==> config.mk <==
export PLATFORM = sky130hd
export DESIGN_NAME = hwmon_limit_cmp
export DESIGN_NICKNAME = d
export VERILOG_FILES = /design/src/rtl/hwmon_lim_pkg.sv /design/src/rtl/hwmon_reg_dec.sv /design/src/rtl/hwmon_tach_chan.sv /design/src/rtl/hwmon_temp_chan.sv /design/src/rtl/hwmon_limit_cmp.sv
export SDC_FILE = /design/constraint.sdc
export NUM_CORES = 1
export LEC_CHECK = 0
export ABC_AREA = 1
export BUFFER_PORTS_ARGS = -buffer_cell sky130_fd_sc_hd__buf_2
export CAP_MARGIN = 20
export CORE_MARGIN = 2
export CORE_UTILIZATION = 45
export CTS_CLUSTER_SIZE = 16
export DETAILED_ROUTE_END_ITERATION = 6
export GPL_TIMING_DRIVEN = 0
export MAX_ROUTING_LAYER = met4
export PLACE_DENSITY_LB_ADDON = 0.1
export SYNTH_ARGS = -nofsm -noshare
export SYNTH_HDL_FRONTEND = slang
export SYNTH_SLANG_ARGS = --single-unit
==> constraint.sdc <==
create_clock -name clk -period 3.7 [get_ports clk]
set_clock_uncertainty 0.2 [all_clocks]
set_input_delay 0.74 -clock clk [delete_from_list [all_inputs] [get_ports clk]]
set_output_delay 0.74 -clock clk [all_outputs]
set_load 0.01 [all_outputs]
==> src/rtl/hwmon_lim_pkg.sv <==
package hwmon_lim_pkg;

    localparam int BYTE_W   = 8;
    localparam int IDX_W    = 4;

    localparam logic [BYTE_W-1:0] ADDR_STS_TEMP     = 8'h41;
    localparam logic [BYTE_W-1:0] ADDR_STS_FAN      = 8'h42;
    localparam logic [BYTE_W-1:0] ADDR_TACH_HI_BASE = 8'h54;
    localparam logic [BYTE_W-1:0] ADDR_TACH_LO_BASE = 8'h58;
    localparam logic [BYTE_W-1:0] ADDR_TEMP_LIM_BASE = 8'h60;

    // remote channel 0 lands on bit 4 of the temperature status register
    localparam int TEMP_STS_LSB = 4;

    typedef enum logic [2:0] {
        ACC_NONE,
        ACC_TACH_LO,
        ACC_TACH_HI,
        ACC_TEMP_LIM,
        ACC_STS_TEMP,
        ACC_STS_FAN
    } acc_kind_e;

endpackage

==> src/rtl/hwmon_reg_dec.sv <==
module hwmon_reg_dec
    import hwmon_lim_pkg::*;
#(
    parameter int NUM_FANS  = 4,
    parameter int NUM_TEMPS = 3
) (
    input  logic [BYTE_W-1:0] addr,
    output acc_kind_e         kind,
    output logic [IDX_W-1:0]  idx
);
    logic [BYTE_W-1:0] off_hi, off_lo, off_tl;

    always_comb begin
        off_hi = addr - ADDR_TACH_HI_BASE;
        off_lo = addr - ADDR_TACH_LO_BASE;
        off_tl = addr - ADDR_TEMP_LIM_BASE;
        kind   = ACC_NONE;
        idx    = '0;
        if (addr == ADDR_STS_TEMP) begin
            kind = ACC_STS_TEMP;
        end else if (addr == ADDR_STS_FAN) begin
            kind = ACC_STS_FAN;
        end else if (addr >= ADDR_TACH_HI_BASE && int'(off_hi) < NUM_FANS) begin
            kind = ACC_TACH_HI;
            idx  = off_hi[IDX_W-1:0];
        end else if (addr >= ADDR_TACH_LO_BASE && int'(off_lo) < NUM_FANS) begin
            kind = ACC_TACH_LO;
            idx  = off_lo[IDX_W-1:0];
        end else if (addr >= ADDR_TEMP_LIM_BASE && int'(off_tl) < NUM_TEMPS) begin
            kind = ACC_TEMP_LIM;
            idx  = off_tl[IDX_W-1:0];
        end
    end
endmodule

==> src/rtl/hwmon_tach_chan.sv <==
module hwmon_tach_chan
    import hwmon_lim_pkg::*;
#(
    parameter int CNT_W  = 16,
    parameter int DUTY_W = 8
) (
    input  logic              clk,
    input  logic              rst_n,
    input  logic              lo_we,
    input  logic              hi_we,
    input  logic [BYTE_W-1:0] wdata,
    input  logic              clr,
    input  logic              sample_vld,
    input  logic [CNT_W-1:0]  count,
    input  logic [DUTY_W-1:0] duty,
    input  logic              pwm_en,
    output logic [CNT_W-1:0]  limit,
    output logic              sts
);
    localparam int HI_W = CNT_W - BYTE_W;

    typedef struct packed {
        logic [BYTE_W-1:0] lo_stage;
        logic [CNT_W-1:0]  limit;
        logic              sts;
    } tach_st_t;

    tach_st_t s_d, s_q;
    logic     armed_d, hit_d;

    always_comb begin
        s_d     = s_q;
        armed_d = pwm_en && (duty != '0);
        hit_d   = sample_vld && armed_d && (count > s_q.limit);
        if (lo_we) s_d.lo_stage = wdata;
        if (hi_we) s_d.limit    = {wdata[HI_W-1:0], s_q.lo_stage};
        if (clr)   s_d.sts      = 1'b0;
        if (hit_d) s_d.sts      = 1'b1;
    end

    always_ff @(posedge clk or negedge rst_n) begin
        if (!rst_n) begin
            s_q.lo_stage <= '1;
            s_q.limit    <= '1;
            s_q.sts      <= 1'b0;
        end else begin
            s_q <= s_d;
        end
    end

    assign limit = s_q.limit;
    assign sts   = s_q.sts;
endmodule

==> src/rtl/hwmon_temp_chan.sv <==
module hwmon_temp_chan
    import hwmon_lim_pkg::*;
#(
    parameter int TEMP_W = 8
) (
    input  logic              clk,
    input  logic              rst_n,
    input  logic              lim_we,
    input  logic [BYTE_W-1:0] wdata,
    input  logic              clr,
    input  logic              sample_vld,
    input  logic [TEMP_W-1:0] reading,
    output logic [TEMP_W-1:0] limit,
    output logic              sts
);
    localparam logic [TEMP_W-1:0] LIM_RST = {1'b0, {(TEMP_W-1){1'b1}}};

    typedef struct packed {
        logic [TEMP_W-1:0] limit;
        logic              sts;
    } temp_st_t;

    temp_st_t s_d, s_q;
    logic     hit_d;

    always_comb begin
        s_d   = s_q;
        hit_d = sample_vld && ($signed(reading) > $signed(s_q.limit));
        if (lim_we) s_d.limit = wdata[TEMP_W-1:0];
        if (clr)    s_d.sts   = 1'b0;
        if (hit_d)  s_d.sts   = 1'b1;
    end

    always_ff @(posedge clk or negedge rst_n) begin
        if (!rst_n) begin
            s_q.limit <= LIM_RST;
            s_q.sts   <= 1'b0;
        end else begin
            s_q <= s_d;
        end
    end

    assign limit = s_q.limit;
    assign sts   = s_q.sts;
endmodule

==> src/rtl/hwmon_limit_cmp.sv <==
module hwmon_limit_cmp
    import hwmon_lim_pkg::*;
#(
    parameter int NUM_FANS  = 4,
    parameter int NUM_TEMPS = 3,
    parameter int CNT_W     = 16,
    parameter int DUTY_W    = 8,
    parameter int TEMP_W    = 8
) (
    input  logic                        clk,
    input  logic                        rst_n,
    input  logic                        reg_wr_en,
    input  logic [BYTE_W-1:0]           reg_addr,
    input  logic [BYTE_W-1:0]           reg_wdata,
    output logic [BYTE_W-1:0]           reg_rdata,
    input  logic                        lock_i,
    input  logic                        sample_vld,
    input  logic [NUM_FANS*CNT_W-1:0]   tach_count,
    input  logic [NUM_FANS*DUTY_W-1:0]  pwm_duty,
    input  logic [NUM_FANS-1:0]         pwm_en,
    input  logic [NUM_TEMPS*TEMP_W-1:0] temp_rd,
    output logic [NUM_FANS-1:0]         fan_sts,
    output logic [NUM_TEMPS-1:0]        temp_sts,
    output logic                        irq
);
    acc_kind_e                   acc_kind;
    logic [IDX_W-1:0]            acc_idx;
    logic [NUM_FANS*CNT_W-1:0]   tach_lim_flat;
    logic [NUM_TEMPS*TEMP_W-1:0] temp_lim_flat;

    hwmon_reg_dec #(.NUM_FANS(NUM_FANS), .NUM_TEMPS(NUM_TEMPS)) u_dec (
        .addr (reg_addr),
        .kind (acc_kind),
        .idx  (acc_idx)
    );

    for (genvar f = 0; f < NUM_FANS; f++) begin : g_fan
        logic lo_we_w, hi_we_w, clr_w;
        assign lo_we_w = reg_wr_en && acc_kind == ACC_TACH_LO && int'(acc_idx) == f;
        assign hi_we_w = reg_wr_en && acc_kind == ACC_TACH_HI && int'(acc_idx) == f;
        assign clr_w   = reg_wr_en && acc_kind == ACC_STS_FAN && reg_wdata[f];

        hwmon_tach_chan #(.CNT_W(CNT_W), .DUTY_W(DUTY_W)) u_tach (
            .clk        (clk),
            .rst_n      (rst_n),
            .lo_we      (lo_we_w),
            .hi_we      (hi_we_w),
            .wdata      (reg_wdata),
            .clr        (clr_w),
            .sample_vld (sample_vld),
            .count      (tach_count[f*CNT_W +: CNT_W]),
            .duty       (pwm_duty[f*DUTY_W +: DUTY_W]),
            .pwm_en     (pwm_en[f]),
            .limit      (tach_lim_flat[f*CNT_W +: CNT_W]),
            .sts        (fan_sts[f])
        );
    end

    for (genvar c = 0; c < NUM_TEMPS; c++) begin : g_temp
        logic lim_we_w, clr_w;
        assign lim_we_w = reg_wr_en && !lock_i && acc_kind == ACC_TEMP_LIM
                          && int'(acc_idx) == c;
        assign clr_w    = reg_wr_en && acc_kind == ACC_STS_TEMP
                          && reg_wdata[TEMP_STS_LSB + c];

        hwmon_temp_chan #(.TEMP_W(TEMP_W)) u_temp (
            .clk        (clk),
            .rst_n      (rst_n),
            .lim_we     (lim_we_w),
            .wdata      (reg_wdata),
            .clr        (clr_w),
            .sample_vld (sample_vld),
            .reading    (temp_rd[c*TEMP_W +: TEMP_W]),
            .limit      (temp_lim_flat[c*TEMP_W +: TEMP_W]),
            .sts        (temp_sts[c])
        );
    end

    always_comb begin
        reg_rdata = '0;
        unique case (acc_kind)
            ACC_TACH_LO:  reg_rdata = tach_lim_flat[int'(acc_idx)*CNT_W +: BYTE_W];
            ACC_TACH_HI:  reg_rdata = tach_lim_flat[int'(acc_idx)*CNT_W + BYTE_W +: BYTE_W];
            ACC_TEMP_LIM: reg_rdata = temp_lim_flat[int'(acc_idx)*TEMP_W +: TEMP_W];
            ACC_STS_FAN:  reg_rdata[NUM_FANS-1:0] = fan_sts;
            ACC_STS_TEMP: reg_rdata[TEMP_STS_LSB +: NUM_TEMPS] = temp_sts;
            default:      reg_rdata = '0;
        endcase
    end

    assign irq = (|fan_sts) || (|temp_sts);
endmodule

==> impl_results.md <==
* Kind of start point of the critical path: input pin
* Worst Setup Path Type: in2out
* Height of the die at 145.6 µm
* Initial DRC count at 697
* Global route overflow at 0
* Total I/O pin count at 161
* Average vias per placed instance at 5.268
* Core occupancy in the finished layout at 58.83%
* Required time of the worst setup path at 2760 ps
* Syn Std Cell Area at 0.009022 mm²
* RSZ-0062 raised after global routing: true
* H-tree Lvls at 4
* Status: finished, violations left
* Maximum ir drop on the vdd rail at 304.7 µV
* Clock tree from TritonCTS: done
* Total CTS buffers at 17
* Syn avg cell area at 7.595 µm²
* Crit path capture type: primary output
* Area occupied by registers at 0.003324 mm²
* Post-route setup slack at -84.68 ps
* Deepest clock path buffer count at 2
* Biggest fanout along the worst timing path at 7
* Filler Cell Count at 1850
* Number of instances in the synthesized netlist at 1188
* Design Area, Final at 0.01152 mm²
* Synthesized net count at 1430
* Detail Route met2 WL at 13300 µm
* Leakage power total at 5.295 nW
* Final number of max-transition violations at 0
* Wire length of the first global-routing pass at 45640 µm
* Synth warn at 0
* R2R Setup Slk at 1340 ps
* Failing checks: negative setup slack
* Placeable Area at 0.01959 mm²
* Via count of the first global-routing pass at 8298
* R2R depth at 7
* Reg2reg end: g_fan[1].u_tach.sts$_DFFE_PN0P_
* Endpoints failing setup at 8
* First-pass iteration count of the detailed router at 5
* Initial Utilization at 46.06%
* Max Cap Viol at 0
* Class of the worst hold path: in2async
* Routed length per instance at 17.61 µm
* Final routed DRC violation total at 0
* Overall die area at 0.02120 mm²
* Maximum number of pins on one net before global-route repair at 70
* Area of the multi-input gates at 0.005200 mm²
* Die extent in x at 145.6 µm
* Combinational group share of total power at 15.2%
* Root Buffer Master: clkbuf_16
* Fraction of layout cells with a size suffix above 1 at 35.88%
* Worst max-slew margin expressed relative to the limit at 25.61%
* Count of antenna diodes in the layout at 0
* Number of sinks driven by the clock tree at 127
* Power per unit of standard cell area at 318.3 mW/mm²
* Layout overhead on the synthesized area at 27.74%
* Routed wire length at 29360 µm
* Total Nets Final at 1631
* RePlAce Congestion at 0.9915
* Critical Path Source: reg_addr[3]
* Fraction of power consumed by sequential logic at 40.4%
* Initial antenna violation count at 0
* Top Metal Used: met4
* DR vias at 8781
* Total routing resource utilization after global routing at 28.58%
* Total half-perimeter wirelength after legalization and detailed placement at 22310 µm
* Pin slew with the least headroom to its limit at 1116 ps
* Switching part of the total at 28.21%
* Minimum clock period at 3785 ps
* Internal power of the cells at 2.634 mW
* Sum of negative setup slack at -410.1 ps
* Number of hold violations in the final report at 0
* Highest Clock Rate at 264.2 MHz
* Number of nets with antenna violations after detailed routing at 0
* Post-Place Cell Area at 0.01018 mm²
* Clock-pin slew on the worst setup and hold paths at 60 ps
* CP arrival at 2840 ps
* Sequential-to-total area share from yosys stat at 36.85%
* Sum of met3 wire segment lengths after detailed routing at 1792 µm
* Floorplan row count at 51
* Synthesis-stage register bit count at 127
* Crit share post-route at 102.3%
* Start of the worst register-to-register path: g_fan[1].u_tach.limit[15]$_DFFE_PN1P_
* Buffers on Ports at 159
* Sw Pwr at 1.035 mW
* Clock network latency to the later pin of the worst-skew pair at 430 ps
* Library cells used by synthesis at 35
* Wl on met1 at 13550 µm
* Clock power share at 44.4%
## flip-flops by register name (all words and copies together), names as in the netlist
| register | flops |
|---|---|
| g_temp.u_temp.limit | 24 |
| g_fan.u_tach.s_q | 32 |
| g_temp.u_temp.sts | 3 |
| g_fan.u_tach.limit | 64 |
| g_fan.u_tach.sts | 4 |
## stage by stage
step / instances / total power [mW] / setup WS, ps / hold slack, ps
6_report: 1667 / 3.669 / -84.68 / 71.61
5_1_grt: 1667 / 3.826 / -191.2 / 121.7
4_1_cts: 1658 / 3.664 / -40.01 / 96.73
3_5_place_dp: 1613 / 2.001 / -750.6 / 250.4
3_3_place_gp: 1612 / 1.986 / -741.5 / 246.8
2_1_floorplan: 1188 / 1.770 / 132.4 / 242.0
## layout by cell type, fill, tap and decap left out, drive strengths merged
cell and n:
dfrtp 10, ha 97, nand4 34, bufinv 1, nor3 18, inv 141
nand2 383, nand3 125, o21ai 106, o21bai 1, clkinvlp 4, a211oi 6
buf 219, nor4 11, nor2 30, o221ai 2, dfstp 117, a21oi 41
clkbuf 39, o21a 3, o211ai 4, clkinv 7, a221oi 2, nand3b 1
## cells in the mapped netlist (all sizes together)
| library cell | n | area share, % |
|---|---|---|
| nand3b | 1 | 0.083 |
| dfrtp | 10 | 2.8 |
| nor4 | 11 | 0.93 |
| inv | 139 | 5.8 |
| dfstp | 117 | 34 |
| ha | 97 | 13 |
| nand2 | 383 | 17 |
| o211ai | 4 | 0.33 |
| o221ai | 2 | 0.19 |
| clkinv | 1 | 0.042 |
| o21a | 3 | 0.25 |
| nand3 | 125 | 7.0 |
| o21ai | 106 | 6.8 |
| clkbuf | 19 | 0.79 |
| a21oi | 41 | 2.3 |
| a221oi | 2 | 0.19 |
| a211oi | 6 | 0.50 |
| o21bai | 1 | 0.083 |
| nor2 | 30 | 1.3 |
| nand4 | 34 | 2.4 |
| nor3 | 18 | 1.6 |
| buf | 38 | 2.6 |
## per-layer routing
metal  GRT usage [%]  vias to the layer above
li1                -                     4351
met1           38.92                     4071
met2           43.63                      309
met3           4.953                       50
met4           8.922                        0
met5               -                        -
## critical path, stage by stage
cell and delay (ps):
buf_12 100, clkinv_8 60, ha_2 180, nand2_2 80, nor2_1 50, nor2_2 140, nand2_1 80, nor2_2 150
nand2_4 100, nand2_8 140, nand2_8 80, buf_8 150, clkbuf_16 160, nand2_4 50, nand3_2 60, nand2_1 80
nand2_1 80, nand3_2 90, nand2_2 70, nand2_1 60, buf_2 130
## cell families (layout without fill, tap and decap cells)
kind of cell    Yosys count  after routing  share of synthesized area, %
flops                   127            127                         36.85
compound gates          165            165                         10.62
buf+inv                 197            411                         9.236
fa+ha+maj                97             97                         13.45
simple gates            602            602                         29.84
## cell type report
cell class,instances,area share [%]
multi-input combinational,864,45.12
clock buffer,19,3.843
clock inverter,13,1.129
tap,265,2.877
inverter,140,4.907
timing repair buffer,182,9.749
buffer,57,3.528
sequential,127,28.85
## worst max-delay path by stage
stage          slack [ps]            to
6_report              -80  reg_rdata[2]
5_1_grt              -190  reg_rdata[2]
4_1_cts               -40  reg_rdata[4]
3_5_place_dp         -750  reg_rdata[1]
3_3_place_gp         -740  reg_rdata[1]
2_1_floorplan         130  reg_rdata[4]
## timing repair
action / 4_1_cts / 5_1_grt
setup buffers: 10 / 8
endpoints found under the hold margin: 0 / 0
cloned: 3 / 1
setup endpoints to repair: 8 / 8
pin swaps: 22 / 34
hold buffers: 0 / 0
gates resized for setup: 105 / 61
## power by group through the flow
stage | Clock, mW | Sequential [mW] | Combinational, mW
2_1_floorplan | 0 | 1.49 | 0.278
3_3_place_gp | 0 | 1.50 | 0.487
3_5_place_dp | 0 | 1.50 | 0.500
4_1_cts | 1.64 | 1.48 | 0.538
5_1_grt | 1.71 | 1.49 | 0.628
6_report | 1.63 | 1.48 | 0.557
(Power assumes the default switching activity.)
